[config.mk]
export PLATFORM = sky130hd
export DESIGN_NAME = flash_cmd_ctrl
export DESIGN_NICKNAME = d
export VERILOG_FILES = /design/src/rtl/flash_cmd_pkg.sv /design/src/rtl/flash_addr_check.sv /design/src/rtl/flash_cmd_seq.sv /design/src/rtl/flash_status_reg.sv /design/src/rtl/flash_cmd_ctrl.sv
export SDC_FILE = /design/constraint.sdc
export NUM_CORES = 1
export LEC_CHECK = 0
export BUFFER_PORTS_ARGS = -buffer_cell sky130_fd_sc_hd__buf_2
export CORE_MARGIN = 2
export CORE_UTILIZATION = 49
export DETAILED_ROUTE_END_ITERATION = 8
export PLACE_DENSITY = 0.81
export SLEW_MARGIN = 20
export SYNTH_ARGS = -nofsm -noshare
export SYNTH_HDL_FRONTEND = slang
export SYNTH_SLANG_ARGS = --single-unit
[constraint.sdc]
create_clock -name clk -period 5.62 [get_ports clk]
set_input_delay 0.843 -clock clk [delete_from_list [all_inputs] [get_ports clk]]
set_output_delay 0.843 -clock clk [all_outputs]
set_load 0.1 [all_outputs]
[src/rtl/flash_cmd_pkg.sv]
package flash_cmd_pkg;

    localparam logic [7:0] CODE_READ_ARRAY  = 8'hFF;
    localparam logic [7:0] CODE_READ_STATUS = 8'h70;
    localparam logic [7:0] CODE_CLEAR_STAT  = 8'h50;
    localparam logic [7:0] CODE_PROGRAM     = 8'h40;
    localparam logic [7:0] CODE_BLK_ERASE   = 8'h20;
    localparam logic [7:0] CODE_ERASE_ALL   = 8'hA7;
    localparam logic [7:0] CODE_LOCK_PROG   = 8'h77;
    localparam logic [7:0] CODE_LOCK_READ   = 8'h71;
    localparam logic [7:0] CODE_CONFIRM     = 8'hD0;

    typedef enum logic [2:0] {
        OP_NONE      = 3'd0,
        OP_PROG      = 3'd1,
        OP_BLK_ERASE = 3'd2,
        OP_ERASE_ALL = 3'd3,
        OP_LOCK_PROG = 3'd4,
        OP_LOCK_READ = 3'd5
    } op_e;

    typedef enum logic [1:0] {
        PH_IDLE,
        PH_SECOND,
        PH_BUSY
    } phase_e;

    typedef enum logic {
        RM_ARRAY,
        RM_STATUS
    } rmode_e;

    typedef struct packed {
        logic       ready;
        logic       lock_bit;
        logic       erase_err;
        logic       prog_err;
        logic [3:0] rsvd;
    } status_t;

    function automatic op_e two_cycle_op(input logic [7:0] code);
        case (code)
            CODE_PROGRAM:   return OP_PROG;
            CODE_BLK_ERASE: return OP_BLK_ERASE;
            CODE_ERASE_ALL: return OP_ERASE_ALL;
            CODE_LOCK_PROG: return OP_LOCK_PROG;
            CODE_LOCK_READ: return OP_LOCK_READ;
            default:        return OP_NONE;
        endcase
    endfunction

    function automatic logic op_is_erase(input op_e op);
        return (op == OP_BLK_ERASE) || (op == OP_ERASE_ALL);
    endfunction

    function automatic logic op_is_write(input op_e op);
        return (op == OP_PROG) || (op == OP_LOCK_PROG);
    endfunction

endpackage

[src/rtl/flash_addr_check.sv]
module flash_addr_check #(
    parameter int ADDR_W    = 12,
    parameter int BLK_SHIFT = 8,
    parameter int NUM_BLK   = 14
) (
    input  logic [ADDR_W-1:0] addr,
    output logic              in_user
);
    localparam int BLK_IDX_W = ADDR_W - BLK_SHIFT;

    logic [BLK_IDX_W:0] blk_ext;

    assign blk_ext = {1'b0, addr[ADDR_W-1:BLK_SHIFT]};
    assign in_user = !addr[0] && (blk_ext < (BLK_IDX_W+1)'(NUM_BLK));
endmodule

[src/rtl/flash_cmd_seq.sv]
module flash_cmd_seq
    import flash_cmd_pkg::*;
#(
    parameter int ADDR_W = 12
) (
    input  logic              clk,
    input  logic              rst,
    input  logic              wr_ok,
    input  logic [ADDR_W-1:0] wr_addr,
    input  logic [15:0]       wr_data,
    input  logic              eng_done,
    output phase_e            phase,
    output rmode_e            rmode,
    output op_e               op,
    output logic [ADDR_W-1:0] tgt_addr,
    output logic [15:0]       data_q,
    output logic              start,
    output logic              clr_pulse,
    output logic              err_pulse,
    output logic              done_ev
);
    logic [7:0] code;

    assign code    = wr_data[7:0];
    assign done_ev = (phase == PH_BUSY) && eng_done;

    always_ff @(posedge clk) begin
        if (rst) begin
            phase     <= PH_IDLE;
            rmode     <= RM_ARRAY;
            op        <= OP_NONE;
            tgt_addr  <= '0;
            data_q    <= '0;
            start     <= 1'b0;
            clr_pulse <= 1'b0;
            err_pulse <= 1'b0;
        end else begin
            start     <= 1'b0;
            clr_pulse <= 1'b0;
            err_pulse <= 1'b0;
            case (phase)
                PH_IDLE: if (wr_ok) begin
                    if (code == CODE_READ_ARRAY) begin
                        rmode <= RM_ARRAY;
                    end else if (code == CODE_READ_STATUS) begin
                        rmode <= RM_STATUS;
                    end else if (code == CODE_CLEAR_STAT) begin
                        clr_pulse <= 1'b1;
                    end else if (two_cycle_op(code) != OP_NONE) begin
                        op       <= two_cycle_op(code);
                        tgt_addr <= wr_addr;
                        rmode    <= RM_STATUS;
                        phase    <= PH_SECOND;
                    end
                end
                PH_SECOND: if (wr_ok) begin
                    if (op == OP_PROG) begin
                        if (wr_addr == tgt_addr) begin
                            data_q <= wr_data;
                            start  <= 1'b1;
                            phase  <= PH_BUSY;
                        end else begin
                            err_pulse <= 1'b1;
                            phase     <= PH_IDLE;
                        end
                    end else if (code == CODE_CONFIRM) begin
                        tgt_addr <= wr_addr;
                        start    <= 1'b1;
                        phase    <= PH_BUSY;
                    end else begin
                        err_pulse <= 1'b1;
                        phase     <= PH_IDLE;
                    end
                end
                PH_BUSY: if (eng_done) begin
                    rmode <= RM_STATUS;
                    phase <= PH_IDLE;
                end
                default: phase <= PH_IDLE;
            endcase
        end
    end

    AST_BUSY_FOLLOWS_START: assert property (@(posedge clk) disable iff (rst)
        start |-> (phase == PH_BUSY));
    AST_DONE_TO_STATUS: assert property (@(posedge clk) disable iff (rst)
        done_ev |=> (phase == PH_IDLE) && (rmode == RM_STATUS));
    AST_ERR_NO_START: assert property (@(posedge clk) disable iff (rst)
        err_pulse |-> !start && (phase == PH_IDLE));
endmodule

[src/rtl/flash_status_reg.sv]
module flash_status_reg
    import flash_cmd_pkg::*;
(
    input  logic    clk,
    input  logic    rst,
    input  logic    busy,
    input  logic    clr,
    input  logic    seq_err,
    input  logic    done_ev,
    input  op_e     op,
    input  logic    eng_fail,
    input  logic    eng_lock,
    output status_t sr
);
    logic lock_q, erase_q, prog_q;

    always_ff @(posedge clk) begin
        if (rst) begin
            lock_q  <= 1'b0;
            erase_q <= 1'b0;
            prog_q  <= 1'b0;
        end else if (clr) begin
            erase_q <= 1'b0;
            prog_q  <= 1'b0;
        end else if (seq_err) begin
            erase_q <= 1'b1;
            prog_q  <= 1'b1;
        end else if (done_ev) begin
            if (eng_fail && op_is_erase(op)) erase_q <= 1'b1;
            if (eng_fail && op_is_write(op)) prog_q  <= 1'b1;
            if (op == OP_LOCK_READ)          lock_q  <= eng_lock;
        end
    end

    always_comb begin
        sr.ready     = !busy;
        sr.lock_bit  = lock_q;
        sr.erase_err = erase_q;
        sr.prog_err  = prog_q;
        sr.rsvd      = '0;
    end

    AST_CLEAR_ZEROES: assert property (@(posedge clk) disable iff (rst)
        clr |=> !sr.erase_err && !sr.prog_err);
    AST_SEQ_ERR_BOTH: assert property (@(posedge clk) disable iff (rst)
        seq_err |=> sr.erase_err && sr.prog_err);
    AST_ERASE_STICKY: assert property (@(posedge clk) disable iff (rst)
        (sr.erase_err && !clr) |=> sr.erase_err);
    AST_PROG_STICKY: assert property (@(posedge clk) disable iff (rst)
        (sr.prog_err && !clr) |=> sr.prog_err);
endmodule

[src/rtl/flash_cmd_ctrl.sv]
module flash_cmd_ctrl
    import flash_cmd_pkg::*;
#(
    parameter int ADDR_W    = 12,
    parameter int BLK_SHIFT = 8,
    parameter int NUM_BLK   = 14,
    parameter int PROT_BLK  = NUM_BLK - 1
) (
    input  logic               clk,
    input  logic               rst,
    input  logic               bus_wr,
    input  logic [ADDR_W-1:0]  bus_addr,
    input  logic [15:0]        bus_wdata,
    output logic [15:0]        bus_rdata,
    input  logic [15:0]        array_rdata,
    output logic               eng_start,
    output logic [2:0]         eng_op,
    output logic [ADDR_W-1:0]  eng_addr,
    output logic [15:0]        eng_wdata,
    output logic [NUM_BLK-1:0] eng_blk_mask,
    input  logic               eng_done,
    input  logic               eng_fail,
    input  logic               eng_lock
);
    localparam int BLK_IDX_W = ADDR_W - BLK_SHIFT;

    logic               in_user, wr_ok, clr_pulse, err_pulse, done_ev;
    phase_e             phase;
    rmode_e             rmode;
    op_e                op;
    logic [ADDR_W-1:0]  tgt_addr;
    logic [15:0]        data_q;
    status_t            sr;
    logic [BLK_IDX_W-1:0] tgt_blk;
    logic [NUM_BLK-1:0] all_mask, one_mask;

    flash_addr_check #(.ADDR_W(ADDR_W), .BLK_SHIFT(BLK_SHIFT), .NUM_BLK(NUM_BLK)) u_addr (
        .addr    (bus_addr),
        .in_user (in_user)
    );

    assign wr_ok = bus_wr && in_user;

    flash_cmd_seq #(.ADDR_W(ADDR_W)) u_seq (
        .clk       (clk),
        .rst       (rst),
        .wr_ok     (wr_ok),
        .wr_addr   (bus_addr),
        .wr_data   (bus_wdata),
        .eng_done  (eng_done),
        .phase     (phase),
        .rmode     (rmode),
        .op        (op),
        .tgt_addr  (tgt_addr),
        .data_q    (data_q),
        .start     (eng_start),
        .clr_pulse (clr_pulse),
        .err_pulse (err_pulse),
        .done_ev   (done_ev)
    );

    flash_status_reg u_stat (
        .clk      (clk),
        .rst      (rst),
        .busy     (phase == PH_BUSY),
        .clr      (clr_pulse),
        .seq_err  (err_pulse),
        .done_ev  (done_ev),
        .op       (op),
        .eng_fail (eng_fail),
        .eng_lock (eng_lock),
        .sr       (sr)
    );

    assign tgt_blk = tgt_addr[ADDR_W-1:BLK_SHIFT];

    for (genvar b = 0; b < NUM_BLK; b++) begin : g_mask
        assign all_mask[b] = (b != PROT_BLK);
        assign one_mask[b] = (tgt_blk == BLK_IDX_W'(b));
    end

    assign eng_blk_mask = (op == OP_ERASE_ALL) ? all_mask : one_mask;
    assign eng_op       = op;
    assign eng_addr     = tgt_addr;
    assign eng_wdata    = data_q;
    assign bus_rdata    = (rmode == RM_STATUS) ? {8'h00, sr} : array_rdata;

    AST_START_PULSE: assert property (@(posedge clk) disable iff (rst)
        eng_start |=> !eng_start);
    AST_NOT_READY_AT_START: assert property (@(posedge clk) disable iff (rst)
        eng_start |-> !sr.ready);
    AST_ALL_SKIPS_PROT: assert property (@(posedge clk) disable iff (rst)
        (eng_start && eng_op == 3'd3) |->
            !eng_blk_mask[PROT_BLK] && ($countones(eng_blk_mask) == NUM_BLK - 1));
    AST_SINGLE_BLOCK: assert property (@(posedge clk) disable iff (rst)
        (eng_start && eng_op == 3'd2) |-> ($countones(eng_blk_mask) == 1));
    AST_BAD_WRITE_IGNORED: assert property (@(posedge clk) disable iff (rst)
        (bus_wr && !in_user && phase == PH_IDLE) |=>
            (phase == PH_IDLE) && $stable(rmode));
    AST_BUSY_WRITE_IGNORED: assert property (@(posedge clk) disable iff (rst)
        (bus_wr && phase == PH_BUSY && !eng_done) |=>
            (phase == PH_BUSY) && $stable(rmode));
endmodule

## Yosys cells after proc, flatten, opt, wreduce, memory -nomap -nowiden

Cells that the tools add are included.

- Bits in registers: 40
- Bits of input ports: 50
- Output and inout bits: 62
- Logic and storage cells: 138

- $lt $le $gt $ge: 1
- Equality and inequality tests: 41
- Muxes and demuxes: 49
- Bitwise logic cells: 8
- Reduce and logical (&&, ||, !) cells: 28

Operators by type and width:

| kind | number |
|---|---|
| $mux 12 | 8 |
| $eq 8x7->1 const B | 5 |
| $eq 4x4->1 const B | 6 |
| $eq 8x8->1 const B | 3 |
| $pmux 12 s2 | 1 |
| $mux 2 | 10 |
| $mux 1 | 19 |
| $mux 3 | 6 |
| $eq 4x3->1 const B | 4 |
| $mux 16 | 1 |
| $pmux 3 s5 | 1 |
| $mux 14 | 1 |
| $eq 12x12->1 | 1 |
| $ne 2x2->1 const B | 5 |
| $reduce_bool 2->1 | 5 |
| $reduce_and 9->1 | 1 |
| $eq 4x2->1 const B | 2 |
| $eq 8x6->1 const B | 1 |
| $ne 2x1->1 const B | 4 |
| $not 1->1 | 8 |
| $reduce_and 4->1 | 2 |
| $reduce_and 7->1 | 1 |
| $eq 3x2->1 const B | 2 |
| $eq 3x3->1 const B | 2 |
| other kinds (21) | 28 |

## Longest topological paths before layout

- Depth in word-level cells: 15
- Mapped depth: 7

## By module

From an unflattened synthesis, not the netlist that was laid out.

- Cell total of the unflattened synthesis: 247
- Area total of the unflattened synthesis: 2317.2 µm²

By module, submodules not included:

| module | instances | cells an instance | area an instance (µm²) |
|---|---|---|---|
| flash_cmd_seq | 1 | 178 | 1762.9 |
| flash_cmd_ctrl | 1 | 44 | 336.6 |
| flash_status_reg | 1 | 24 | 211.5 |
| flash_addr_check | 1 | 1 | 6.3 |

## Least setup slack after synthesis

No wires, ideal clock.

- Path kind: reg-to-output
- Start: reg u_seq.op[2]
- End: out eng_blk_mask[13]
- Data arrival time: 3497 ps
- Data required time: 4777 ps
- Slack: 1280 ps
- Stages on the path, launching flop included: 3
- Path through: dfxtp_1 -> nand3b_1 -> nor3b_1

- Longest elaborated chain between the ends: 2

Ends and longest elaborated chain:

| element | line | source |
|---|---|---|
| start: declaration | flash_cmd_seq.sv:14 | `output op_e op,` |
| start signal: assignment | flash_cmd_seq.sv:50 | `op <= two_cycle_op(code);` |
| $eq 3x2->1 | flash_cmd_ctrl.sv:82 | `assign eng_blk_mask = (op == OP_ERASE_ALL) ? all_mask : one_mask;` |
| $mux 14 | flash_cmd_ctrl.sv:82 |  |
| end: declaration | flash_cmd_ctrl.sv:20 | `output logic [NUM_BLK-1:0] eng_blk_mask,` |

No other way between the ends.

## Final worst setup path

Same ends and word-level chain as after synthesis.

==> results.sh <==
export IMPL_status="finished clean"
export IMPL_synth_area_leaders="dfxtp_1, nand2b_1, o21ai_0"
export IMPL_cts_sinks=40
export IMPL_io_pins=112
export IMPL_wl_per_cell_um=13.57
export IMPL_cell_internal_pwr_uw=392.8
export IMPL_hold_path_class="reg2reg"
export IMPL_fin_area_sq_um=2834
export IMPL_combPwrFrac_pct=19.0
export IMPL_syn_inst=271
export IMPL_cp_required_ns=4.78
export IMPL_gp_congestion=0.9089
export IMPL_syn_nets=321
export IMPL_ys_seq_elements=40
export IMPL_ys_flop_type="dfxtp_1"
export IMPL_worst_setup_path_type="reg2out"
export IMPL_synth_top_area_share_pct=36.18
export IMPL_area_growth_pct=28.04
export IMPL_switching_share_pct=30.22
export IMPL_drcViolationCount=0
export IMPL_die_area_sq_um=5071
export IMPL_met1Wirelength_mm=2.446
export IMPL_worst_pin_slew_ns=0.9775
export IMPL_cts_root_buf="clkbuf_8"
export IMPL_grt_use_total_pct=22.57
export IMPL_ys_top_cells_by_count="dfxtp_1, o21ai_0, nand2b_1"
export IMPL_worst_ir_drop_vdd_mv=0.1371
export IMPL_post_cts_buffers=0
export IMPL_p_sw_uw=170.1
export IMPL_yosys_cell_types_count=42
export IMPL_drtAntennaViolNets=0
export IMPL_fillers=381
export IMPL_crit_arrival_ns=1.77
export IMPL_critPathLaunchType="flip-flop"
export IMPL_slew_viol_final=0
export IMPL_grt_pass1_vias=1995
export IMPL_yosysWarnings=0
export IMPL_clockPowerShare_pct=30.5
export IMPL_cp_max_fo=14
export IMPL_initial_core_util_pct=50.83
export IMPL_vias=2307
export IMPL_fin_hold_ws_ns=0.4627
export IMPL_grt_max_degree=54
export IMPL_drtIter0Drc=151
export IMPL_cap_violations=0
export IMPL_clock_path_buffers=2
export IMPL_maxUsedRoutingLayer="met4"
export IMPL_yosysTopAreaCell="dfxtp_1"
export IMPL_num_antenna_cells=0
export IMPL_place_area_sq_um=2765
export IMPL_finalPower_uw=562.9
export IMPL_tns_ns=0
export IMPL_cts_htree_levels=2
export IMPL_synth_edff_count=0
export IMPL_postSynthAreaPerCell_sq_um=8.167
export IMPL_p_per_area_nw_per_um2=198.6
export IMPL_final_core_util_pct=65.09
export IMPL_fin_skew_ns=0.002988
export IMPL_rows=24
export IMPL_end_kind="output port"
export IMPL_clk_insertion_delay_late_ns=0.29
export IMPL_vias_per_cell=5.441
export IMPL_reg2reg_slack_ns=3.20
export IMPL_dp_hpwl_mm=4.215
export IMPL_min_period_ns=2.617
export IMPL_grt_pass1_wl_mm=9.246
export IMPL_drtPass1Iterations=4
export IMPL_seqPwrFrac_pct=50.5
export IMPL_die_x_um=71.21
export IMPL_nets=424
export IMPL_antenna_found_initial=0
export IMPL_cts_tree="built"
export IMPL_wl_met3_um=404
export IMPL_clock_fmax_ghz=0.3821
export IMPL_synth_most_common_cell="dfxtp_1"
export IMPL_wl_met2_mm=2.834
export IMPL_slew_headroom_pct=34.48
export IMPL_core_area_sq_um=4354
export IMPL_setup_viol=0
export IMPL_drive_gt1_share_pct=34.14
export IMPL_cts_buffers=5
export IMPL_die_y_um=71.21
export IMPL_ctsHoldBuffers=0
export IMPL_leakage_nw=1.343
export IMPL_report_final_hold_viol_count=0
export IMPL_netlist_area_sq_um=2213
export IMPL_async_flop_share_pct=0
export IMPL_grt_setup_unrepaired="no"
export IMPL_yosysSeqAreaShare_pct=36.18
export IMPL_post_cts_resized=0
export IMPL_min_period_over_period_pct=46.57
export IMPL_io_buffers=111
export IMPL_clk_pin_slew_worst_paths_ns=0.07
export IMPL_gr_total_overflow=0
export IMPL_totalWireLength_mm=5.752
## per-layer routing
metal  track usage, %  vias up
met5                0        -
met4            6.918        0
met3            5.485        8
met2            37.96       84
met1            28.70     1051
li1                 -     1164
## logic make-up (layout without fill, tap and decap cells)
logic type             after synthesis  in the layout  synth area share (%)
buffers and inverters               16            117                 3.504
multiplexers                        16             16                 7.462
AO/OA/AOI/OAI                       61             61                 15.26
XOR/XNOR                            14             14                 5.540
flip-flops                          40             40                 36.18
AND/OR/NAND/NOR                    124            124                 32.05
## worst max-delay path, cell delays in order (launching register included)
cell and delay, ns:
dfxtp_1 0.45, nand3b_1 0.34, nor3b_1 0.24, buf_2 0.46
## final timing paths
path	startpoint	end	cells past startpoint
worst min register to register	u_seq.clr_pulse$_SDFF_PP0_	u_stat.erase_q$_SDFFE_PP0P_	1
worst min-delay path	u_seq.clr_pulse$_SDFF_PP0_	u_stat.erase_q$_SDFFE_PP0P_	1
worst max-delay path	u_seq.op[2]$_SDFFE_PP0P_	eng_blk_mask[13]	3
worst max register to register	u_seq.op[0]$_SDFFE_PP0P_	u_seq.err_pulse$_SDFF_PP0_	5
## cells in the final DEF, fill, tap and decap left out, types with 3 or more instances in the layout
cell type / count
buf_2: 111
dfxtp_1: 40
o21ai_0: 30
nand2b_1: 26
nand3_1: 23
a21oi_1: 21
nor2b_1: 15
mux2i_1: 12
xor2_1: 12
nor2_1: 11
nand2_1: 10
nor3_1: 10
nor4_1: 6
clkbuf_8: 5
mux2_2: 4
or2_2: 3
nor3b_1: 3
nand4_1: 3
## area by class of cell
type | count | area (sq um) | area share [%]
Timing Repair Buffer | 111 | 555.5 | 19.60
Inverter | 1 | 3.754 | 0.1325
Clock buffer | 5 | 68.82 | 2.428
Tap cell | 52 | 65.06 | 2.296
Sequential cell | 40 | 800.8 | 28.26
Multi-Input combinational cell | 215 | 1340 | 47.28
## sequential cells by signal (all words and copies together) (netlist names), 2 cells and up
| signal | flops |
|---|---|
| u_seq.op | 3 |
| u_seq.data_q | 16 |
| u_seq.phase | 2 |
| u_seq.tgt_addr | 12 |
## stage by stage
step	std cells	worst slack (ns)
finish	424	3.003
global route	424	2.860
CTS	424	3.021
detailed placement	419	2.849
global placement	419	2.884
floorplan	271	1.280
## power by group through the flow
stage          logic, mW  registers, mW  clock network [mW]
2_1_floorplan     0.0721          0.292                   0
3_3_place_gp       0.106          0.291                   0
3_5_place_dp       0.107          0.291                   0
4_1_cts            0.107          0.284               0.173
5_1_grt            0.113          0.284               0.186
6_report           0.107          0.284               0.172
Power figures use the tool's default switching activity.
